<file path="config.mk">
export PLATFORM = sky130hd
export DESIGN_NAME = tmr_pair
export DESIGN_NICKNAME = d
export VERILOG_FILES = /design/src/rtl/tmr_pkg.sv /design/src/rtl/tmr_cnt.sv /design/src/rtl/tmr_mode.sv /design/src/rtl/tmr_evt.sv /design/src/rtl/tmr_pair.sv
export SDC_FILE = /design/constraint.sdc
export NUM_CORES = 1
export LEC_CHECK = 0
export ABC_AREA = 1
export BUFFER_PORTS_ARGS = -buffer_cell sky130_fd_sc_hd__buf_4
export CAP_MARGIN = 20
export CORE_MARGIN = 2
export CORE_UTILIZATION = 43
export DETAILED_ROUTE_END_ITERATION = 16
export PLACE_DENSITY = 0.84
export SLEW_MARGIN = 20
export SYNTH_ARGS = -nofsm -noshare
export SYNTH_HDL_FRONTEND = slang
export SYNTH_SLANG_ARGS = --single-unit
</file>
<file path="constraint.sdc">
create_clock -name clk_i -period 1.5 [get_ports clk_i]
set_input_delay 0.225 -clock clk_i [delete_from_list [all_inputs] [get_ports clk_i]]
set_output_delay 0.225 -clock clk_i [all_outputs]
set_load 0.01 [all_outputs]
</file>
<file path="src/rtl/tmr_pkg.sv">
package tmr_pkg;
  localparam logic [2:0] CKS_OFF   = 3'b000;
  localparam logic [2:0] CKS_CHAIN = 3'b100;

  localparam logic [1:0] CLR_NONE = 2'b00;
  localparam logic [1:0] CLR_MA   = 2'b01;
  localparam logic [1:0] CLR_MB   = 2'b10;
  localparam logic [1:0] CLR_PIN  = 2'b11;

  typedef enum logic [1:0] {
    PA_HOLD = 2'b00,
    PA_LOW  = 2'b01,
    PA_HIGH = 2'b10,
    PA_TOG  = 2'b11
  } pin_act_e;

  function automatic logic cks_runs(input logic [2:0] cks);
    return (cks == 3'b001) || (cks == 3'b010) || (cks == 3'b011);
  endfunction

  function automatic logic clr_pick(input logic [1:0] sel, input logic ma,
                                    input logic mb, input logic ext);
    case (sel)
      CLR_NONE: return 1'b0;
      CLR_MA:   return ma;
      CLR_MB:   return mb;
      default:  return ext;
    endcase
  endfunction
endpackage

</file>
<file path="src/rtl/tmr_cnt.sv">
module tmr_cnt #(
  parameter int W = 8
) (
  input  logic         clk_i,
  input  logic         rst_ni,
  input  logic         inc_i,
  input  logic         clr_i,
  output logic [W-1:0] cnt_o
);
  always_ff @(posedge clk_i or negedge rst_ni) begin
    if (!rst_ni)    cnt_o <= '0;
    else if (clr_i) cnt_o <= '0;
    else if (inc_i) cnt_o <= cnt_o + W'(1);
  end

  AST_CLR_ZERO: assert property (@(posedge clk_i) disable iff (!rst_ni)
    clr_i |=> cnt_o == '0);
  AST_INC_STEP: assert property (@(posedge clk_i) disable iff (!rst_ni)
    (inc_i && !clr_i) |=> cnt_o == $past(cnt_o) + W'(1));
  AST_HOLD: assert property (@(posedge clk_i) disable iff (!rst_ni)
    (!inc_i && !clr_i) |=> $stable(cnt_o));
endmodule

</file>
<file path="src/rtl/tmr_mode.sv">
module tmr_mode
  import tmr_pkg::*;
#(
  parameter int W = 8
) (
  input  logic                tick_i,
  input  logic [1:0][2:0]     cks_i,
  input  logic [1:0][1:0]     clr_sel_i,
  input  logic [1:0]          ext_clr_i,
  input  logic [1:0][W-1:0]   cnt_i,
  input  logic [1:0][W-1:0]   cmp_a_i,
  input  logic [1:0][W-1:0]   cmp_b_i,
  output logic                mode16_o,
  output logic [1:0]          inc_o,
  output logic [1:0]          clr_o,
  output logic [1:0]          match_a_o,
  output logic [1:0]          match_b_o
);
  localparam int W2 = 2 * W;

  logic          chain1;
  logic          ev0, ev1;
  logic [W2-1:0] full_cnt, full_a, full_b;
  logic          eq_a0, eq_b0, eq_a1, eq_b1;

  assign mode16_o = (cks_i[0] == CKS_CHAIN);
  assign chain1   = !mode16_o && (cks_i[1] == CKS_CHAIN);
  assign full_cnt = {cnt_i[0], cnt_i[1]};
  assign full_a   = {cmp_a_i[0], cmp_a_i[1]};
  assign full_b   = {cmp_b_i[0], cmp_b_i[1]};
  assign eq_a0    = (cnt_i[0] == cmp_a_i[0]);
  assign eq_b0    = (cnt_i[0] == cmp_b_i[0]);
  assign eq_a1    = (cnt_i[1] == cmp_a_i[1]);
  assign eq_b1    = (cnt_i[1] == cmp_b_i[1]);

  always_comb begin
    ev0 = 1'b0;
    ev1 = 1'b0;
    if (mode16_o) begin
      match_a_o[0] = tick_i && (full_cnt == full_a);
      match_b_o[0] = tick_i && (full_cnt == full_b);
      match_a_o[1] = tick_i && eq_a1;
      match_b_o[1] = tick_i && eq_b1;
      inc_o[1]     = tick_i;
      inc_o[0]     = tick_i && (&cnt_i[1]);
    end else begin
      ev0          = tick_i && cks_runs(cks_i[0]);
      match_a_o[0] = ev0 && eq_a0;
      match_b_o[0] = ev0 && eq_b0;
      // chained channel advances on channel 0's A matches
      ev1          = chain1 ? match_a_o[0] : (tick_i && cks_runs(cks_i[1]));
      match_a_o[1] = ev1 && eq_a1;
      match_b_o[1] = ev1 && eq_b1;
      inc_o        = {ev1, ev0};
    end
  end

  always_comb begin
    clr_o[0] = clr_pick(clr_sel_i[0], match_a_o[0], match_b_o[0], ext_clr_i[0]);
    clr_o[1] = mode16_o ? clr_o[0]
             : clr_pick(clr_sel_i[1], match_a_o[1], match_b_o[1], ext_clr_i[1]);
  end
endmodule

</file>
<file path="src/rtl/tmr_evt.sv">
module tmr_evt
  import tmr_pkg::*;
(
  input  logic       clk_i,
  input  logic       rst_ni,
  input  logic       match_a_i,
  input  logic       match_b_i,
  input  logic [3:0] out_sel_i,
  input  logic       flag_clr_i,
  output logic       flag_a_o,
  output logic       flag_b_o,
  output logic       pin_o
);
  pin_act_e act;

  always_comb begin
    if (match_b_i)      act = pin_act_e'(out_sel_i[3:2]);
    else if (match_a_i) act = pin_act_e'(out_sel_i[1:0]);
    else                act = PA_HOLD;
  end

  always_ff @(posedge clk_i or negedge rst_ni) begin
    if (!rst_ni) begin
      flag_a_o <= 1'b0;
      flag_b_o <= 1'b0;
      pin_o    <= 1'b0;
    end else begin
      if (match_a_i)       flag_a_o <= 1'b1;
      else if (flag_clr_i) flag_a_o <= 1'b0;
      if (match_b_i)       flag_b_o <= 1'b1;
      else if (flag_clr_i) flag_b_o <= 1'b0;
      case (act)
        PA_LOW:  pin_o <= 1'b0;
        PA_HIGH: pin_o <= 1'b1;
        PA_TOG:  pin_o <= ~pin_o;
        default: pin_o <= pin_o;
      endcase
    end
  end

  AST_FLAG_SET: assert property (@(posedge clk_i) disable iff (!rst_ni)
    match_a_i |=> flag_a_o);
  AST_FLAG_KEEP: assert property (@(posedge clk_i) disable iff (!rst_ni)
    (!match_b_i && !flag_clr_i) |=> $stable(flag_b_o));
  AST_PIN_B_HIGH: assert property (@(posedge clk_i) disable iff (!rst_ni)
    (match_b_i && out_sel_i[3:2] == 2'b10) |=> pin_o);
  AST_PIN_B_LOW: assert property (@(posedge clk_i) disable iff (!rst_ni)
    (match_b_i && out_sel_i[3:2] == 2'b01) |=> !pin_o);
endmodule

</file>
<file path="src/rtl/tmr_pair.sv">
module tmr_pair
  import tmr_pkg::*;
#(
  parameter int W = 8
) (
  input  logic              clk_i,
  input  logic              rst_ni,
  input  logic              tick_i,
  input  logic [1:0][2:0]   cks_i,
  input  logic [1:0][1:0]   clr_sel_i,
  input  logic [1:0]        ext_clr_i,
  input  logic [1:0][W-1:0] cmp_a_i,
  input  logic [1:0][W-1:0] cmp_b_i,
  input  logic [1:0][3:0]   out_sel_i,
  input  logic [1:0]        flag_clr_i,
  output logic [1:0][W-1:0] cnt_o,
  output logic [1:0]        flag_a_o,
  output logic [1:0]        flag_b_o,
  output logic [1:0]        tmo_o
);
  localparam int NCH = 2;

  logic             mode16;
  logic [NCH-1:0]   inc, clr, match_a, match_b;

  tmr_mode #(.W(W)) u_mode (
    .tick_i    (tick_i),
    .cks_i     (cks_i),
    .clr_sel_i (clr_sel_i),
    .ext_clr_i (ext_clr_i),
    .cnt_i     (cnt_o),
    .cmp_a_i   (cmp_a_i),
    .cmp_b_i   (cmp_b_i),
    .mode16_o  (mode16),
    .inc_o     (inc),
    .clr_o     (clr),
    .match_a_o (match_a),
    .match_b_o (match_b)
  );

  for (genvar g = 0; g < NCH; g++) begin : g_ch
    tmr_cnt #(.W(W)) u_cnt (
      .clk_i  (clk_i),
      .rst_ni (rst_ni),
      .inc_i  (inc[g]),
      .clr_i  (clr[g]),
      .cnt_o  (cnt_o[g])
    );
    tmr_evt u_evt (
      .clk_i      (clk_i),
      .rst_ni     (rst_ni),
      .match_a_i  (match_a[g]),
      .match_b_i  (match_b[g]),
      .out_sel_i  (out_sel_i[g]),
      .flag_clr_i (flag_clr_i[g]),
      .flag_a_o   (flag_a_o[g]),
      .flag_b_o   (flag_b_o[g]),
      .pin_o      (tmo_o[g])
    );
  end

  AST_CARRY: assert property (@(posedge clk_i) disable iff (!rst_ni)
    (mode16 && tick_i && (&cnt_o[1]) && !clr[0])
    |=> (cnt_o[1] == '0) && (cnt_o[0] == $past(cnt_o[0]) + W'(1)));
  AST_LOW_TIED: assert property (@(posedge clk_i) disable iff (!rst_ni)
    (mode16 && tick_i && !clr[0]) |=> cnt_o[1] == $past(cnt_o[1]) + W'(1));
  AST_CHAIN_STEP: assert property (@(posedge clk_i) disable iff (!rst_ni)
    (!mode16 && cks_i[1] == CKS_CHAIN && !clr[1])
    |=> cnt_o[1] == $past(cnt_o[1]) + W'($past(match_a[0])));
endmodule

</file>
==> results.toml, run 1 <==
[placement]
dpl.cell_count = 427
io_buffers = 78
hpwlAfterDp_um = 4210
gp_congestion = 0.925

[clock_network]
cts_buffer_depth = 2
clock_latency_ns = 0.28
numCtsBuffers = 3
cts_root_buf = "clkbuf_8"
path_clk_slew_ns = 0.09
cts_tree = "yes"
clkSinkCount = 22
h-tree-depth = 1

[worst_setup_path]
cp_data_arrival_time_ns = 2.15
crit_chain = "buf_6 -> nand2_2 -> nand4_1 -> nor2_4 -> nand3_2 -> nand2_2 -> nand2_4 -> a21oi_4 -> nand3_2 -> nand2_4 -> nor2_1"
r2r-start = "g_ch[1].u_cnt.cnt_o[7]"
critPathLaunchType = "register"
critPathMaxStageDelay_ns = 0.43
critPathMaxFanout = 8
critPathCaptureType = "register"
crit_type = "register to register"
reg2reg_depth = 11
reg2reg_to = "g_ch[1].u_cnt.cnt_o[5]"
r2r_slack_ns = -0.48
crit_buf_inv = 1
crit_family = "simple AND/OR/NAND/NOR gates"
critPathRequiredTime_ns = 1.67
slowest_stage = "dfrtp_1"

[power_and_ir_drop]
power_density_nw_per_um2 = 646
leakage_nw = 1.65
ir_worst_vdd_v = 0.000557

[yosys]
syn_area_um2 = 1780
yosys_register_bits = 22
syn_nets = 321
synth_top_area_share_pct = 30.9
yosys_warnings = 0
yosys-top-cells-area = "dfrtp_1 31%, nand2_1 15%, xor2_1 8.8%"
yosys.area.top_type = "dfrtp_1"
syn_inst = 262
avgSynthCellArea_um2 = 6.81
synth_cell_type_count = 25
ys_seq_area_share_pct = 30.9

[global_route]
track_usage_pct = 28.9
grt_pass1_vias = 2311
antenna_found_initial = 0
grt_pass1_wl_um = 10100
grt_max_degree = 23
overflow = 0

[route]
first_pass_iters = 4
dr_total_vias = 2391
drc = 0
wire_per_inst_um = 16.3
ant_nets = 0
drt_wl_total_um = 7420
drt-initial-drc-count = 136
viasPerCell = 5.27

[die]
die_height_um = 68.4
fp.dieW_um = 68.4
rows = 23
start_util_pct = 44.6
dieArea_um2 = 4680
num_io_pins = 79
placeableCoreArea_um2 = 4000

[min_path]
hp-class = "primary input to register"
whs_endpoint = "g_ch[1].u_evt.flag_b_o"
min_from = "flag_clr_i[1]"
holdPathStages = 2

[cells_and_area]
finalNonFillerCells = 454
multi_input_area_um2 = 1270
post-route-util_pct = 81.3
fillers = 236
drive_gt1_share_pct = 57.2
syn_to_final_growth_pct = 82.3
regArea_um2 = 562
diodes = 0
fin_nets = 464

[sta]
timing.final.crit_share_pct = 132
rsz0062_at_grt = "yes"
fmax_mhz = 504
tightest_slew_ns = 0.452
fin_ws_ns = -0.482
min_period_ns = 1.98
slew_viol_final = 0
setup_viol_count_final = 21
hold_violations = 0
clock_skew_ns = 0.00202
slew_headroom_pct = 69.6

[run_status]
status = "finished with violations"
violations = "negative setup slack"

[run]
drv_cap = 0
==> layout by cell type, fill, tap and decap left out, types with 4 or more instances in the layout <==
cell      Yosys  routed
nor2_4        1       7
inv_1        34      32
buf_4         7     136
nand3_1      16       9
xnor2_1      15      14
xor2_1       18      15
nand2_2       7      18
dfrtp_2       0       9
clkbuf_8      0       4
nor2_2        5      16
buf_6         1      10
nand4_1       4       4
nand2_4       0       4
nand2_1      70      55
nor2_1       31      14
inv_2         5       7
dfrtp_1      22      13
nand3_2       1       7
==> flip-flops by register name, indices dropped and copies added (netlist names) <==
signal	cells
g_ch.u_cnt.cnt_o	16
g_ch.u_evt.flag_a_o	2
g_ch.u_evt.flag_b_o	2
g_ch.u_evt.pin_o	2
==> worst reg2reg max path, stage by stage, from the launching register on <==
cell	delay (ns)
dfrtp_1	0.43
buf_6	0.14
nand2_2	0.04
nand4_1	0.22
nor2_4	0.21
nand3_2	0.11
nand2_2	0.14
nand2_4	0.07
a21oi_4	0.15
nand3_2	0.11
nand2_4	0.17
nor2_1	0.07
==> report_power, final <==
part           leakage [nW]  internal [W]  switching [W]
Sequential            0.289      0.000642      0.0000661
Clock                0.0288      0.000236       0.000233
Combinational          1.33      0.000503       0.000420
==> area by class of cell <==
type | instances | area share [%]
multi-input combinational | 191 | 39.0
timing repair buffer | 148 | 35.6
sequential | 22 | 17.3
inverter | 39 | 4.50
tap | 50 | 1.92
clock buffer | 4 | 1.69
==> timing repair <==
action                                  4_1_cts  5_1_grt
hold buffers                                  1        0
gates resized for setup                      41       41
endpoints found under the setup margin       20       22
pin swaps                                    28       29
hold endpoints to repair                     22        0
setup buffers                                16       10
==> through the flow <==
step | TNS, ns | hold slack [ns] | power, W | setup slack [ns] | instance area [um^2]
final | -8.07 | 0.111 | 0.00210 | -0.482 | 3250
after global placement | -4.66 | 0.124 | 0.00137 | -0.304 | 2730
after CTS | -3.13 | 0.144 | 0.00191 | -0.206 | 3040
after detailed placement | -5.21 | 0.134 | 0.00139 | -0.329 | 2730
after floorplan | -3.01 | -0.0706 | 0.00102 | -0.187 | 1810
after global routing | -9.03 | 0.121 | 0.00218 | -0.522 | 3250
==> synth_stat cells <==
library cell   n
xnor2_1       15
and2_1         2
ha_1           2
nor3b_1        1
nand2_1       70
buf_2          2
o211ai_1       3
o21ai_1        1
nor3_1         3
nor2_4         1
o21ai_0        5
inv_1         34
nor2_1        31
xor2_1        18
nor2_2         5
nand3_2        1
buf_6          1
inv_2          5
nand4_1        4
dfrtp_1       22
nand3_1       16
a21oi_1        5
nand2_2        7
a31oi_1        1
buf_4          7
==> worst max path at each step <==
stage / start / end / slack (ns) / cells after the start
6_report: g_ch[1].u_cnt.cnt_o[7] / g_ch[1].u_cnt.cnt_o[5] / -0.48 / 11
5_1_grt: g_ch[1].u_cnt.cnt_o[1] / g_ch[0].u_cnt.cnt_o[7] / -0.52 / 11
4_1_cts: g_ch[1].u_cnt.cnt_o[6] / g_ch[1].u_cnt.cnt_o[2] / -0.21 / 11
3_5_place_dp: g_ch[1].u_cnt.cnt_o[6] / g_ch[0].u_cnt.cnt_o[2] / -0.33 / 10
3_3_place_gp: g_ch[1].u_cnt.cnt_o[6] / g_ch[0].u_cnt.cnt_o[2] / -0.30 / 10
2_1_floorplan: g_ch[1].u_cnt.cnt_o[5] / g_ch[0].u_cnt.cnt_o[1] / -0.19 / 12
==> cell families after synthesis <==
logic type,Yosys count,share of synthesized area (%)
adder cells (fa/ha/maj),2,1.40
flip-flops,22,30.9
buffers and inverters,49,12.3
AO/OA/AOI/OAI,15,4.70
XOR/XNOR,33,16.2
AND/OR/NAND/NOR,141,34.5
==> metal layers <==
metal  part of all wire, %  track usage (%)
met1                    35             27.8
met2                    52             55.9
met3                   7.3             5.92
met4                   5.4             16.3
met5                     0                0
No activity file was read; power rests on OpenSTA's default activity.
==> run 2, diff against run 1 <==
--- a/config.mk
+++ b/config.mk
@@ -11,7 +11,9 @@
 export CORE_MARGIN = 2
 export CORE_UTILIZATION = 43
 export DETAILED_ROUTE_END_ITERATION = 16
+export MAX_ROUTING_LAYER = met4
 export PLACE_DENSITY = 0.84
+export SETUP_SLACK_MARGIN = 0.3
 export SLEW_MARGIN = 20
 export SYNTH_ARGS = -nofsm -noshare
 export SYNTH_HDL_FRONTEND = slang
==> results.toml, run 2 (same netlist as run 1, synthesis figures left out) <==
[run_status]
status = "finished with violations"
violations = "negative setup slack"

[die]
start_util_pct = 44.6
placeableCoreArea_um2 = 4000
fp.dieW_um = 68.4
num_io_pins = 79
dieArea_um2 = 4680
rows = 23
die_height_um = 68.4

[sta]
setup_viol_count_final = 23
slew_viol_final = 0
fin_ws_ns = -0.478
clock_skew_ns = 0.00127
timing.final.crit_share_pct = 132
hold_ws_ns = 0.133
hold_violations = 0
rsz0062_at_grt = "yes"
fmax_mhz = 505
tightest_slew_ns = 0.367
slew_headroom_pct = 75.3
min_period_ns = 1.98

[worst_setup_path]
critPathMaxFanout = 8
critPathCaptureType = "register"
crit_type = "register to register"
critPathLaunch = "g_ch[1].u_cnt.cnt_o[0]"
r2r-start = "g_ch[1].u_cnt.cnt_o[0]"
critPathRequiredTime_ns = 1.66
critPathLaunchType = "register"
cp_data_arrival_time_ns = 2.14

[clock_network]
cts_buffer_depth = 2
cts_tree = "yes"
clock_latency_ns = 0.27
clkSinkCount = 22
h-tree-depth = 1
cts_root_buf = "clkbuf_8"
path_clk_slew_ns = 0.09
numCtsBuffers = 3

[cells_and_area]
drive_gt1_share_pct = 57.8
regArea_um2 = 567
post-route-util_pct = 84.5
final_common_cell = "buf_4"
largest_register_ff_count = 16
multi_input_area_um2 = 1300
syn_to_final_growth_pct = 89.3
fin_nets = 468
fillers = 208
regMostFlops = "g_ch.u_cnt.cnt_o"
mostFrequentLayoutCells = "124 x buf_4, 57 x nand2_1, 32 x inv_1"
diodes = 0

[route]
dr_total_vias = 2400
drt_wl_total_um = 7910
wire_per_inst_um = 17.3
viasPerCell = 5.24
drt-initial-drc-count = 167
first_pass_iters = 4
ant_nets = 0
drc = 0

[placement]
gp_congestion = 0.972
hpwlAfterDp_um = 4130
io_buffers = 78

[run]
drv_cap = 0

[power_and_ir_drop]
power_density_nw_per_um2 = 656
leakage_nw = 1.69
ir_worst_vdd_v = 0.000762

[global_route]
grt_pass1_vias = 2185
grt_pass1_wl_um = 9660
track_usage_pct = 28.6
grt_max_degree = 23
antenna_found_initial = 0
overflow = 0

[min_path]
hp-class = "primary input to register"
min_from = "flag_clr_i[1]"
run 2: cell count changes in the layout (fill, tap and decap cells not counted), sizes merged:
| cell | delta |
|---|---|
| buf | +4 |
run 2: worst max-delay path, cell delays in order, from the launching register on:
cell     delay, ns
dfrtp_2       0.47
buf_6         0.14
xnor2_2       0.12
nand2_1       0.12
nor2_2        0.17
nand3_1       0.15
nand2_1       0.11
nand2_2       0.10
a21oi_4       0.18
and2_4        0.25
nor2_1        0.07
run 2: cell type report:
| type | count | area share [%] |
|---|---|---|
| inverter | 39 | 4.33 |
| timing repair buffer | 152 | 37.0 |
| tap | 50 | 1.85 |
| sequential | 22 | 16.8 |
| multi-input combinational | 191 | 38.4 |
| clock buffer | 4 | 1.63 |
run 2: path summary, 6_finish.rpt:
path / to / cells past startpoint / slack (ns)
max in group asynchronous: g_ch[0].u_cnt.cnt_o[4] / 2 / 0.85
worst max-delay path: g_ch[0].u_cnt.cnt_o[6] / 10 / -0.48
worst min-delay path: g_ch[1].u_evt.flag_b_o / 2 / 0.13
worst min register to register: g_ch[1].u_evt.flag_b_o / 2 / 0.54
worst max register to register: g_ch[0].u_cnt.cnt_o[6] / 10 / -0.48
min in group asynchronous: g_ch[1].u_cnt.cnt_o[2] / 2 / 0.38
run 2: per-stage QoR:
step	TNS, ns	instance area, um^2	power (W)	worst slack [ns]	std cells
after floorplan	-3.00	1810	0.00102	-0.186	262
final	-8.70	3380	0.00221	-0.478	458
after CTS	-3.64	3110	0.00201	-0.247	450
after global placement	-3.48	2700	0.00135	-0.240	423
after detailed placement	-4.61	2700	0.00137	-0.287	423
after global routing	-10.74	3380	0.00230	-0.568	458
run 2: routing by layer:
metal	global-route usage [%]	vias to the layer above	wire (um)
met5	-	-	0
met4	8.00	0	283
met3	2.14	29	515
met2	55.0	143	4270
met1	31.1	1144	2840
li1	-	1084	-
run 2: repair_timing:
action | 4_1_cts | 5_1_grt
endpoints found under the hold margin | 22 | 0
gates resized for setup | 48 | 56
buffers inserted | 22 | 8
endpoints found under the setup margin | 27 | 30
pin swaps | 29 | 31
hold buffers | 1 | 0
run 2: report_power, final:
part | switching (W) | internal (W) | leakage, nW | total [W]
combinational | 0.000458 | 0.000571 | 1.38 | 0.00103
clock | 0.000234 | 0.000235 | 0.0288 | 0.000469
sequential | 0.0000736 | 0.000643 | 0.282 | 0.000716
total | 0.000765 | 0.00145 | 1.69 | 0.00221
